## config.mk

```make
export PLATFORM = sky130hd
export DESIGN_NAME = lcd_cmd_sequencer
export DESIGN_NICKNAME = d
export VERILOG_FILES = /design/src/rtl/lcd_seq_pkg.sv /design/src/rtl/lcd_cmd_rom.sv /design/src/rtl/lcd_spi_frame_tx.sv /design/src/rtl/lcd_ms_timer.sv /design/src/rtl/lcd_seq_ctrl.sv /design/src/rtl/lcd_cmd_sequencer.sv
export SDC_FILE = /design/constraint.sdc
export NUM_CORES = 1
export LEC_CHECK = 0
export BUFFER_PORTS_ARGS = -buffer_cell sky130_fd_sc_hd__buf_2
export CAP_MARGIN = 20
export CORE_MARGIN = 10
export CORE_UTILIZATION = 30
export DETAILED_ROUTE_END_ITERATION = 12
export SYNTH_ARGS = -nofsm -noshare
export SYNTH_HDL_FRONTEND = slang
export SYNTH_HIERARCHICAL = 1
export SYNTH_SLANG_ARGS = --single-unit
export TNS_END_PERCENT = 20
```

## constraint.sdc

```tcl
create_clock -name clk -period 4.65 [get_ports clk]
set_input_delay 0.93 -clock clk [delete_from_list [all_inputs] [get_ports clk]]
set_output_delay 0.93 -clock clk [all_outputs]
set_load 0.02 [all_outputs]
```

## src/rtl/lcd_seq_pkg.sv

```systemverilog
package lcd_seq_pkg;

  localparam int REG_W      = 8;
  localparam int VAL_W      = 16;
  localparam int WAIT_W     = 16;
  localparam int FRAME_BITS = 24;
  localparam int ROM_DEPTH  = 61;
  localparam int ADDR_W     = $clog2(ROM_DEPTH);

  localparam logic [7:0] SEL_PREFIX = 8'h70;
  localparam logic [7:0] VAL_PREFIX = 8'h72;

  typedef struct packed {
    logic [REG_W-1:0]  reg_no;
    logic [VAL_W-1:0]  value;
    logic [WAIT_W-1:0] wait_ms;
  } cmd_entry_t;

  localparam logic [ADDR_W-1:0] BOOT_FIRST = ADDR_W'(0);
  localparam logic [ADDR_W-1:0] BOOT_LAST  = ADDR_W'(50);
  localparam logic [ADDR_W-1:0] ON_FIRST   = ADDR_W'(51);
  localparam logic [ADDR_W-1:0] ON_LAST    = ADDR_W'(55);
  localparam logic [ADDR_W-1:0] OFF_FIRST  = ADDR_W'(56);
  localparam logic [ADDR_W-1:0] OFF_LAST   = ADDR_W'(60);

endpackage

```

## src/rtl/lcd_cmd_rom.sv

```systemverilog
module lcd_cmd_rom
  import lcd_seq_pkg::*;
(
  input  logic [ADDR_W-1:0] addr,
  output cmd_entry_t        entry
);

  function automatic cmd_entry_t ent(input logic [7:0] r, input logic [15:0] v,
                                     input logic [15:0] d);
    cmd_entry_t e;
    e.reg_no  = r;
    e.value   = v;
    e.wait_ms = d;
    return e;
  endfunction

  always_comb begin
    case (addr)
      // start-up list
      6'd0:  entry = ent(8'h01, 16'h0000, 16'd0);
      6'd1:  entry = ent(8'h02, 16'h0700, 16'd0);
      6'd2:  entry = ent(8'h03, 16'h50A0, 16'd0);
      6'd3:  entry = ent(8'h04, 16'h0000, 16'd0);
      6'd4:  entry = ent(8'h08, 16'h0606, 16'd0);
      6'd5:  entry = ent(8'h09, 16'h0000, 16'd0);
      6'd6:  entry = ent(8'h0A, 16'h0000, 16'd0);
      6'd7:  entry = ent(8'h0C, 16'h0000, 16'd0);
      6'd8:  entry = ent(8'h0D, 16'h0000, 16'd0);
      6'd9:  entry = ent(8'h0F, 16'h0002, 16'd0);
      6'd10: entry = ent(8'h11, 16'h0007, 16'd0);
      6'd11: entry = ent(8'h12, 16'h0000, 16'd0);
      6'd12: entry = ent(8'h13, 16'h0000, 16'd200);
      6'd13: entry = ent(8'h07, 16'h0101, 16'd0);
      6'd14: entry = ent(8'h10, 16'h12B0, 16'd0);
      6'd15: entry = ent(8'h11, 16'h0007, 16'd0);
      6'd16: entry = ent(8'h12, 16'h01BB, 16'd50);
      6'd17: entry = ent(8'h13, 16'h0013, 16'd0);
      6'd18: entry = ent(8'h29, 16'h0010, 16'd50);
      6'd19: entry = ent(8'h30, 16'h000A, 16'd0);
      6'd20: entry = ent(8'h31, 16'h1326, 16'd0);
      6'd21: entry = ent(8'h32, 16'h0A29, 16'd0);
      6'd22: entry = ent(8'h35, 16'h0A0A, 16'd0);
      6'd23: entry = ent(8'h36, 16'h1E03, 16'd0);
      6'd24: entry = ent(8'h37, 16'h031E, 16'd0);
      6'd25: entry = ent(8'h38, 16'h0706, 16'd0);
      6'd26: entry = ent(8'h39, 16'h0303, 16'd0);
      6'd27: entry = ent(8'h3C, 16'h010E, 16'd0);
      6'd28: entry = ent(8'h3D, 16'h040E, 16'd0);
      6'd29: entry = ent(8'h50, 16'h0000, 16'd0);
      6'd30: entry = ent(8'h51, 16'h00EF, 16'd0);
      6'd31: entry = ent(8'h52, 16'h0000, 16'd0);
      6'd32: entry = ent(8'h53, 16'h013F, 16'd0);
      6'd33: entry = ent(8'h60, 16'h2700, 16'd0);
      6'd34: entry = ent(8'h61, 16'h0001, 16'd0);
      6'd35: entry = ent(8'h6A, 16'h0000, 16'd0);
      6'd36: entry = ent(8'h80, 16'h0000, 16'd0);
      6'd37: entry = ent(8'h81, 16'h0000, 16'd0);
      6'd38: entry = ent(8'h82, 16'h0000, 16'd0);
      6'd39: entry = ent(8'h83, 16'h0000, 16'd0);
      6'd40: entry = ent(8'h84, 16'h0000, 16'd0);
      6'd41: entry = ent(8'h85, 16'h0000, 16'd0);
      6'd42: entry = ent(8'h90, 16'h0010, 16'd0);
      6'd43: entry = ent(8'h92, 16'h0000, 16'd0);
      6'd44: entry = ent(8'h95, 16'h0210, 16'd0);
      6'd45: entry = ent(8'h97, 16'h0000, 16'd0);
      6'd46: entry = ent(8'h07, 16'h0133, 16'd0);
      // switch to the RGB video input
      6'd47: entry = ent(8'h03, 16'h1080, 16'd0);
      6'd48: entry = ent(8'h20, 16'h0000, 16'd0);
      6'd49: entry = ent(8'h21, 16'h0000, 16'd0);
      6'd50: entry = ent(8'h0C, 16'h0111, 16'd500);
      // power-on list
      6'd51: entry = ent(8'h10, 16'h1280, 16'd0);
      6'd52: entry = ent(8'h07, 16'h0101, 16'd100);
      6'd53: entry = ent(8'h07, 16'h0121, 16'd0);
      6'd54: entry = ent(8'h07, 16'h0123, 16'd100);
      6'd55: entry = ent(8'h07, 16'h0133, 16'd10);
      // power-off list
      6'd56: entry = ent(8'h07, 16'h0131, 16'd100);
      6'd57: entry = ent(8'h07, 16'h0130, 16'd100);
      6'd58: entry = ent(8'h07, 16'h0100, 16'd0);
      6'd59: entry = ent(8'h10, 16'h0280, 16'd0);
      6'd60: entry = ent(8'h12, 16'h018B, 16'd0);
      default: entry = ent(8'h00, 16'h0000, 16'd0);
    endcase
  end

endmodule

```

## src/rtl/lcd_spi_frame_tx.sv

```systemverilog
module lcd_spi_frame_tx #(
  parameter int SCLK_HALF  = 5,
  parameter int FRAME_BITS = 24
) (
  input  logic                  clk,
  input  logic                  rst_n,
  input  logic                  start,
  input  logic [FRAME_BITS-1:0] word,
  output logic                  ready,
  output logic                  done,
  output logic                  spi_sclk,
  output logic                  spi_mosi,
  output logic                  spi_cs_n
);

  localparam int CNT_W = $clog2(2 * SCLK_HALF + 1);
  localparam int BIT_W = $clog2(FRAME_BITS + 1);
  localparam logic [CNT_W-1:0] HALF_END = CNT_W'(SCLK_HALF - 1);
  localparam logic [CNT_W-1:0] GAP_END  = CNT_W'(2 * SCLK_HALF - 1);
  localparam logic [BIT_W-1:0] BIT_END  = BIT_W'(FRAME_BITS - 1);

  typedef enum logic [1:0] {TX_IDLE, TX_SHIFT, TX_GAP} tx_state_t;

  tx_state_t             st;
  logic [CNT_W-1:0]      hcnt;
  logic [BIT_W-1:0]      bcnt;
  logic [FRAME_BITS-1:0] shreg;

  assign ready    = (st == TX_IDLE);
  assign spi_mosi = spi_cs_n ? 1'b0 : shreg[FRAME_BITS-1];

  always_ff @(posedge clk or negedge rst_n) begin
    if (!rst_n) begin
      st       <= TX_IDLE;
      hcnt     <= '0;
      bcnt     <= '0;
      shreg    <= '0;
      spi_sclk <= 1'b0;
      spi_cs_n <= 1'b1;
      done     <= 1'b0;
    end else begin
      done <= 1'b0;
      case (st)
        TX_IDLE: begin
          if (start) begin
            st       <= TX_SHIFT;
            shreg    <= word;
            hcnt     <= '0;
            bcnt     <= '0;
            spi_cs_n <= 1'b0;
            spi_sclk <= 1'b0;
          end
        end
        TX_SHIFT: begin
          if (hcnt == HALF_END) begin
            hcnt <= '0;
            if (!spi_sclk) begin
              spi_sclk <= 1'b1;
            end else begin
              spi_sclk <= 1'b0;
              if (bcnt == BIT_END) begin
                st       <= TX_GAP;
                spi_cs_n <= 1'b1;
              end else begin
                shreg <= {shreg[FRAME_BITS-2:0], 1'b0};
                bcnt  <= bcnt + 1'b1;
              end
            end
          end else begin
            hcnt <= hcnt + 1'b1;
          end
        end
        TX_GAP: begin
          if (hcnt == GAP_END) begin
            hcnt <= '0;
            st   <= TX_IDLE;
            done <= 1'b1;
          end else begin
            hcnt <= hcnt + 1'b1;
          end
        end
        default: st <= TX_IDLE;
      endcase
    end
  end

  assert_sclk_parked_R3: assert property (@(posedge clk) disable iff (!rst_n)
    spi_cs_n |-> !spi_sclk);

  assert_mosi_held_high_phase_R3: assert property (@(posedge clk) disable iff (!rst_n)
    (!spi_cs_n && spi_sclk && $past(!spi_cs_n)) |-> $stable(spi_mosi));

  assert_deselect_before_done_R4: assert property (@(posedge clk) disable iff (!rst_n)
    done |-> (spi_cs_n && $past(spi_cs_n)));

endmodule

```

## src/rtl/lcd_ms_timer.sv

```systemverilog
module lcd_ms_timer #(
  parameter int CLKS_PER_MS = 100000,
  parameter int WAIT_W      = 16
) (
  input  logic              clk,
  input  logic              rst_n,
  input  logic              start,
  input  logic [WAIT_W-1:0] ms,
  output logic              busy,
  output logic              done
);

  localparam int SUB_W = (CLKS_PER_MS > 1) ? $clog2(CLKS_PER_MS) : 1;
  localparam logic [SUB_W-1:0] SUB_END = SUB_W'(CLKS_PER_MS - 1);

  logic [SUB_W-1:0]  sub;
  logic [WAIT_W-1:0] left;
  logic              run;

  assign busy = run;

  always_ff @(posedge clk or negedge rst_n) begin
    if (!rst_n) begin
      sub  <= '0;
      left <= '0;
      run  <= 1'b0;
      done <= 1'b0;
    end else begin
      done <= 1'b0;
      if (start) begin
        run  <= 1'b1;
        left <= ms;
        sub  <= '0;
      end else if (run) begin
        if (sub == SUB_END) begin
          sub <= '0;
          if (left == WAIT_W'(1)) begin
            left <= '0;
            run  <= 1'b0;
            done <= 1'b1;
          end else begin
            left <= left - 1'b1;
          end
        end else begin
          sub <= sub + 1'b1;
        end
      end
    end
  end

  assert_timer_done_closes_run_R4: assert property (@(posedge clk) disable iff (!rst_n)
    done |-> (!run && $past(run)));

endmodule

```

## src/rtl/lcd_seq_ctrl.sv

```systemverilog
module lcd_seq_ctrl
  import lcd_seq_pkg::*;
(
  input  logic                  clk,
  input  logic                  rst_n,
  input  logic                  boot_go,
  input  logic                  pwr_req,
  input  logic                  pwr_on,
  input  cmd_entry_t            entry,
  output logic [ADDR_W-1:0]     rom_addr,
  output logic                  tx_start,
  output logic [FRAME_BITS-1:0] tx_word,
  input  logic                  tx_ready,
  input  logic                  tx_done,
  output logic                  tmr_start,
  output logic [WAIT_W-1:0]     tmr_ms,
  input  logic                  tmr_busy,
  input  logic                  tmr_done,
  output logic                  busy,
  output logic                  done
);

  typedef enum logic [2:0] {
    C_COLD, C_IDLE, C_SEL, C_SELW, C_VAL, C_VALW, C_PAUSE, C_NEXT
  } ctrl_state_t;

  ctrl_state_t       st;
  logic [ADDR_W-1:0] ptr;
  logic [ADDR_W-1:0] last;
  logic              boot_run;
  logic              pwr_state;
  logic              pend_vld;
  logic              pend_on;
  logic              idle_st;
  logic              consume;
  logic              has_wait;

  assign idle_st   = (st == C_COLD) || (st == C_IDLE);
  assign consume   = (st == C_IDLE) && !boot_go && pend_vld;
  assign has_wait  = (entry.wait_ms != '0);
  assign busy      = !idle_st;
  assign rom_addr  = ptr;
  assign tx_start  = (st == C_SEL) || (st == C_VAL);
  assign tmr_start = (st == C_VALW) && tx_done && has_wait;
  assign tmr_ms    = entry.wait_ms;

  always_comb begin
    if (st == C_SEL) tx_word = {SEL_PREFIX, 8'h00, entry.reg_no};
    else             tx_word = {VAL_PREFIX, entry.value};
  end

  always_ff @(posedge clk or negedge rst_n) begin
    if (!rst_n) begin
      st        <= C_COLD;
      ptr       <= '0;
      last      <= '0;
      boot_run  <= 1'b0;
      pwr_state <= 1'b0;
      pend_vld  <= 1'b0;
      pend_on   <= 1'b0;
      done      <= 1'b0;
    end else begin
      done <= 1'b0;
      if (pwr_req) begin
        pend_vld <= 1'b1;
        pend_on  <= pwr_on;
      end else if (consume) begin
        pend_vld <= 1'b0;
      end

      case (st)
        C_COLD, C_IDLE: begin
          if (boot_go) begin
            ptr      <= BOOT_FIRST;
            last     <= BOOT_LAST;
            boot_run <= 1'b1;
            st       <= C_SEL;
          end else if (consume && (pend_on != pwr_state)) begin
            ptr       <= pend_on ? ON_FIRST : OFF_FIRST;
            last      <= pend_on ? ON_LAST : OFF_LAST;
            boot_run  <= 1'b0;
            pwr_state <= pend_on;
            st        <= C_SEL;
          end
        end
        C_SEL:  st <= C_SELW;
        C_SELW: if (tx_done) st <= C_VAL;
        C_VAL:  st <= C_VALW;
        C_VALW: if (tx_done) st <= has_wait ? C_PAUSE : C_NEXT;
        C_PAUSE: if (tmr_done) st <= C_NEXT;
        C_NEXT: begin
          if (ptr == last) begin
            st   <= C_IDLE;
            done <= 1'b1;
            if (boot_run) pwr_state <= 1'b1;
          end else begin
            ptr <= ptr + 1'b1;
            st  <= C_SEL;
          end
        end
        default: st <= C_IDLE;
      endcase
    end
  end

  assert_done_one_cycle_R11: assert property (@(posedge clk) disable iff (!rst_n)
    done |=> !done);

  assert_done_with_busy_fall_R11: assert property (@(posedge clk) disable iff (!rst_n)
    done |-> (!busy && $past(busy)));

  assert_frame_only_when_link_free_R1: assert property (@(posedge clk) disable iff (!rst_n)
    tx_start |-> tx_ready);

  assert_pause_has_timer_R4: assert property (@(posedge clk) disable iff (!rst_n)
    (st == C_PAUSE) |-> (tmr_busy || tmr_done));

  assert_ignore_boot_when_busy_R12: assert property (@(posedge clk) disable iff (!rst_n)
    (busy && boot_go && st != C_NEXT) |=> $stable(ptr));

endmodule

```

## src/rtl/lcd_cmd_sequencer.sv

```systemverilog
module lcd_cmd_sequencer
  import lcd_seq_pkg::*;
#(
  parameter int CLKS_PER_MS = 100000,
  parameter int SCLK_HALF   = 5
) (
  input  logic clk,
  input  logic rst_n,
  input  logic boot_go,
  input  logic pwr_req,
  input  logic pwr_on,
  output logic busy,
  output logic done,
  output logic spi_sclk,
  output logic spi_mosi,
  output logic spi_cs_n
);

  cmd_entry_t            entry;
  logic [ADDR_W-1:0]     rom_addr;
  logic                  tx_start;
  logic [FRAME_BITS-1:0] tx_word;
  logic                  tx_ready;
  logic                  tx_done;
  logic                  tmr_start;
  logic [WAIT_W-1:0]     tmr_ms;
  logic                  tmr_busy;
  logic                  tmr_done;

  lcd_cmd_rom u_rom (
    .addr  (rom_addr),
    .entry (entry)
  );

  lcd_seq_ctrl u_ctrl (
    .clk       (clk),
    .rst_n     (rst_n),
    .boot_go   (boot_go),
    .pwr_req   (pwr_req),
    .pwr_on    (pwr_on),
    .entry     (entry),
    .rom_addr  (rom_addr),
    .tx_start  (tx_start),
    .tx_word   (tx_word),
    .tx_ready  (tx_ready),
    .tx_done   (tx_done),
    .tmr_start (tmr_start),
    .tmr_ms    (tmr_ms),
    .tmr_busy  (tmr_busy),
    .tmr_done  (tmr_done),
    .busy      (busy),
    .done      (done)
  );

  lcd_spi_frame_tx #(
    .SCLK_HALF  (SCLK_HALF),
    .FRAME_BITS (FRAME_BITS)
  ) u_tx (
    .clk      (clk),
    .rst_n    (rst_n),
    .start    (tx_start),
    .word     (tx_word),
    .ready    (tx_ready),
    .done     (tx_done),
    .spi_sclk (spi_sclk),
    .spi_mosi (spi_mosi),
    .spi_cs_n (spi_cs_n)
  );

  lcd_ms_timer #(
    .CLKS_PER_MS (CLKS_PER_MS),
    .WAIT_W      (WAIT_W)
  ) u_tmr (
    .clk   (clk),
    .rst_n (rst_n),
    .start (tmr_start),
    .ms    (tmr_ms),
    .busy  (tmr_busy),
    .done  (tmr_done)
  );

endmodule

```

Word-level counts from Yosys, hierarchy flattened --
Memory sizes are Yosys's and may differ from the RTL's. Index checks and enable logic that the tools add are counted.
Word-level totals: register bits 93, memory bits (read-only) 1984, input bits 5, output and inout port bits 5, logic and storage cells 160, memories 1
Memory list:
- (no name shown) | depth 64, width 31, rd ports 1, clocked after Yosys merged registers in 0, write ports 0, RTL line lcd_cmd_rom.sv:18 | case (addr)
Operators by class: add/subtract/negate cells 5, eq/ne operators 31, mux-type cells 74, reduce and logical (&&, ||, !) cells 30
Operator list (count):
- $mux 24 | 4
- $mux 16 | 4
- $mux 17 | 3
- $pmux 24 s2 | 1
- $mux 6 | 5
- $mux 1 | 28
- $pmux 3 s7 | 1
- $mux 4 | 5
- $mux 5 | 4
- $ne 2x1->1 const B | 10
- $reduce_and 5->1 | 4
- $mux 18 | 1
- $add 17x1->17 const B | 1
- $eq 17x17->1 const B | 1
- $eq 16x1->1 const B | 1
- $reduce_bool 16->1 | 1
- $sub 16x1->16 const B | 1
- $mux 3 | 5
- $eq 3x3->1 const B | 4
- $mux 2 | 6
- $pmux 4 s3 | 1
- $pmux 6 s2 | 1
- $reduce_bool 2->1 | 6
- $pmux 5 s2 | 1
- 26 further kinds | 41

Longest topological paths before layout --
depth in word-level cells 7, mapped depth 17, depth with buffers taken out 14

By module --
Netlist, hierarchy kept.
Modules (own cells, without submodules):
- lcd_spi_frame_tx | instances 1, cells an instance 175, area an instance 2209.6 um^2, seq. area each 952.2 um^2
- lcd_ms_timer | instances 1, cells an instance 222, area an instance 2000.7 um^2, seq. area each 875.8 um^2
- lcd_cmd_rom | instances 1, cells an instance 244, area an instance 1530.2 um^2, seq. area each 0.0 um^2
- lcd_seq_ctrl | instances 1, cells an instance 161, area an instance 1483.9 um^2, seq. area each 475.5 um^2

Least setup slack after synthesis --
Ideal clock, no wire load.
kind reg2reg, start point register u_ctrl.ptr[0], in the netlist u_ctrl/rom_addr[0], end point register u_tmr.sub[15], library setup time 0.119 ns, data arrival time 3.269 ns, required time 4.531 ns, path slack 1.262 ns, stages on the path, launching flop included 17, buffers on the path 2, clock period less this slack 3.388 ns, cell sequence dfrtp_1 -> inv_1 -> ha_1 -> clkbuf_1 -> nor3b_1 -> o31ai_1 -> nand3_1 -> nand2_1 -> nor4_1 -> nand4_1 -> and4_1 -> clkbuf_1 -> o2111ai_1 -> or3_1 -> nor4_1 -> xnor2_1 -> nor2_1
RTL lines:
- start, declared | RTL line lcd_seq_ctrl.sv:28 | logic [ADDR_W-1:0] ptr;
- start signal, assigned | RTL line lcd_seq_ctrl.sv:79 | ptr <= pend_on ? ON_FIRST : OFF_FIRST;
- start signal, assigned | RTL line lcd_seq_ctrl.sv:97 | ptr <= ptr + 1'b1;
- end signal, assigned | RTL line lcd_ms_timer.sv:45 | sub <= sub + 1'b1;
- end, declared | RTL line lcd_ms_timer.sv:16 | logic [SUB_W-1:0] sub;

==> run_results.csv <==
group,metric,value,unit
status,outcome,"finished, final reports clean",
logic_synthesis,synth_edf_count,0,
power_and_ir_drop,ir_drop,0.180,mV
cts,cts_hold_buffers,0,
global_route,grt_pass1_vias,5499,
logic_synthesis,syn-instance-count,802,
worst_hold_path,hold_path_depth,1,
place,portBuffers,9,
setup_path,path_class,"reg -> reg",
sta,max_slew.worst_pin.slew,0.879,ns
logic_synthesis,async_reset_ff_share,100,%
logic_synthesis,yosys_warnings,6,
place,hpwl,11500,µm
route,finalWirelength,16900,µm
power_and_ir_drop,p_int,1.86,mW
route,wire_per_inst,15.4,µm
worst_hold_path,hold_end,"u_ctrl/last[3]$_DFFE_PN0P_",
logic_synthesis,synth_top_cells_by_area,"dfrtp_1, mux2_2, ha_1",
logic_synthesis,synth_area_leader_cell,"dfrtp_1",
setup_path,cp.arrival,4.28,ns
finish,drive_above_1_share,16.5,%
floorplanning,coreArea,23600,µm²
global_route,track_usage,11.1,%
place,dp_cells,1078,
logic_synthesis,synth-main-ff-cell,"dfrtp_1",
finish,fin_nets,800,
sta,rsz0062_at_grt,"false",
floorplanning,ios,10,
sta,fin_skew,0.0103,ns
setup_path,critPathLaunchType,"flip-flop",
power_and_ir_drop,power_density,382,nW/µm²
route,drtPass1Iterations,5,
finish,diodes,0,
logic_synthesis,synth.distinct_cells,94,
setup_path,end_kind,"flip-flop",
setup_path,required,4.88,ns
setup_path,critical-path-max-stage-delay,0.59,ns
cts,insertion_delay,0.35,ns
cts,ctsHtreeMaxLevel,3,
sta,slew_violations,0,
logic_synthesis,avgSynthCellArea,9.01,µm²
cts,post_cts_buffers,0,
power_and_ir_drop,p_leak,3.08,nW
cts,cts_sinks,92,
logic_synthesis,synth.ff_latch_count,92,
route,via_per_inst,5.30,
route,drt_iter0_drc,548,
global_route,antenna_found_initial,0,
logic_synthesis,synth_top_area_share,31.5,%
setup_path,crit_start,"u_ctrl/rom_addr[0]$_DFFE_PN0P_",
global_route,grt_overflow,0,
setup_path,reg2reg_from,"u_ctrl/rom_addr[0]$_DFFE_PN0P_",
sta,slew_headroom,40.9,%
cts,tritoncts,"yes",
worst_hold_path,hp-class,"reg -> reg",
place,place_congestion,0.917,
cts,cts_buffers,9,
sta,hold_violations,0,
worst_hold_path,worstHoldStart,"u_ctrl/last[3]$_DFFE_PN0P_",
power_and_ir_drop,p_sw_share,35.8,%
route,num_vias,5794,
power_and_ir_drop,p_sw,1.04,mW
cts,cts_root_buffer,"clkbuf_16",
floorplanning,start_util,30.6,%
global_route,grt_max_degree,66,
route,post-route-drc-count,0,
finish,final_util,32.1,%
floorplanning,fp-row-count,56,
finish,fill_cells,2487,
floorplanning,die_w,175,µm
cts,path_clk_slew,0.07,ns
floorplanning,die_y,175,µm
setup_path,rrSetupSlack,0.60,ns
setup_path,crit_chain,"buf_4 > inv_1 > ha_1 > nor3b_1 > o31ai_1 > nand3_1 > nand2_1 > nor4_1 > nand4_1 > and4_1 > buf_4 > clkinv_1 > o21ai_2 > o21ai_1 > a221o_1",
cts,cts_buffer_depth,2,
setup_path,crit_fanout,16,
global_route,grt_pass1_wl,28700,µm
logic_synthesis,ys_seq_area_share,31.9,%
setup_path,crit_path_frequent_cell,"buf_4",
cts,cts_resized,0,
power_and_ir_drop,p_clk_share,24.3,%
sta,min_period,4.05,ns
finish,layoutNonFillerInstCount,1094,
power_and_ir_drop,combPwrFrac,39.9,%
setup_path,crit_slowest_cell,"ha_1",
setup_path,rr_endpoint,"u_tmr/left[9]$_DFFE_PN0P_",
logic_synthesis,syn_area,7220,µm²
sta,setup_viol,0,
sta,timing.final.crit_share,87.2,%
route,ant_nets,0,
floorplanning,dieArea,30700,µm²
finish,syn2layout_area_growth,4.92,%
sta,fin_tns_setup,0,ns
power_and_ir_drop,seqPwrFrac,35.9,%
setup_path,ff2ff_path_depth,15,
sta,max_freq,247,MHz
flow_run,maxCapViolations,0,
## worst max-delay path, delay by kind of cell, from the launching register on
kind                     cells  cell delay [ns]
AO/OA/AOI/OAI                4             1.10
adder cells (fa/ha/maj)      1             0.59
buffers and inverters        4             0.97
flip-flops                   1             0.36
AND/OR/NAND/NOR              6             0.91
## final cells by class
type	instances	area (µm²)	area share, %
clock buffers	10	229	3.02
clock inverters	6	46.3	0.611
inverters	34	128	1.68
multi-input cells	612	4340	57.2
flip-flops and latches	92	2300	30.4
well taps	319	399	5.27
repair buffers	21	138	1.82
## cell usage after synthesis (all sizes together) (15+ instances only)
master	number
dfrtp	91
nand2	71
buf	60
mux2	56
o21ai	54
nor2	49
a21oi	41
inv	32
nand3	30
ha	25
nand2b	21
nor2b	19
clkbuf	17
nor3	16
nand4	15
## worst max-delay path by stage
stage,depth (start not counted),to,slack (ns)
floorplan,16,u_tmr/sub[15]$_DFFE_PN0P_,1.26
global placement,15,u_tmr/left[9]$_DFFE_PN0P_,0.81
detailed placement,15,u_tmr/left[9]$_DFFE_PN0P_,0.68
CTS,15,u_tmr/left[9]$_DFFE_PN0P_,0.66
global route,15,u_tmr/left[9]$_DFFE_PN0P_,0.33
finish,15,u_tmr/left[9]$_DFFE_PN0P_,0.60
## placed cells by master, fill, tap and decap left out, drive strengths merged, types with 13 or more instances in the layout
cell type  count
ha            25
o211ai        14
inv           35
a21oi         41
nand3         30
nor3          16
o21ai         54
mux2          56
nor4          14
nor2          49
buf           21
xnor2         13
nor2b         19
nand2         71
nand4         15
conb          16
nand2b        21
dfrtp         91
## power by group through the flow
stage / combinational, mW / clock (mW) / sequential [mW]
finish: 1.16 / 0.703 / 1.04
global route: 1.27 / 0.768 / 1.06
CTS: 1.16 / 0.732 / 1.04
detailed placement: 1.15 / 0 / 1.05
global placement: 1.15 / 0 / 1.05
floorplan: 1.02 / 0 / 1.02
## registers in the layout, summed over array words and instances, names as in the netlist
register / cells
u_tx/shreg: 24
u_tmr/sub: 17
u_tmr/left: 16
u_ctrl/rom_addr: 6
u_ctrl/last: 5
u_tx/bcnt: 5
u_tx/hcnt: 4
u_ctrl/st: 3
u_tx/st: 2
u_ctrl/boot_run: 1
u_ctrl/done: 1
u_ctrl/pend_on: 1
u_ctrl/pend_vld: 1
u_ctrl/pwr_state: 1
u_tmr/busy: 1
u_tmr/done: 1
u_tx/done: 1
u_tx/spi_cs_n: 1
u_tx/spi_sclk: 1
## cells by family (layout without fill, tap and decap cells)
family	Yosys count	count (layout)	synth area share [%]
AO/OA/AOI/OAI	206	206	19.5
XOR/XNOR	18	18	2.18
AND/OR/NAND/NOR	283	283	21.8
multiplexers	64	64	11.4
adder cells (fa/ha/maj)	25	25	4.33
flip-flops	92	92	31.9
other	3	16	0.156
buffers and inverters	111	71	8.76
## routing by layer
layer	track usage, %	wire length, µm	up-vias
met5	0	0	-
met4	4.13	347	0
met3	2.18	863	26
met2	17.2	7800	163
met1	15.0	7890	2779
li1	-	-	2826
## stage by stage
stage | total power [mW] | setup WS (ns) | hold WS, ns | area [µm²]
floorplan | 2.04 | 1.26 | 0.450 | 7270
global placement | 2.20 | 0.815 | 0.476 | 7300
detailed placement | 2.21 | 0.683 | 0.489 | 7300
CTS | 2.93 | 0.658 | 0.508 | 7580
global route | 3.11 | 0.330 | 0.528 | 7580
finish | 2.90 | 0.597 | 0.503 | 7580
No activity file was read; power rests on OpenSTA's default activity.
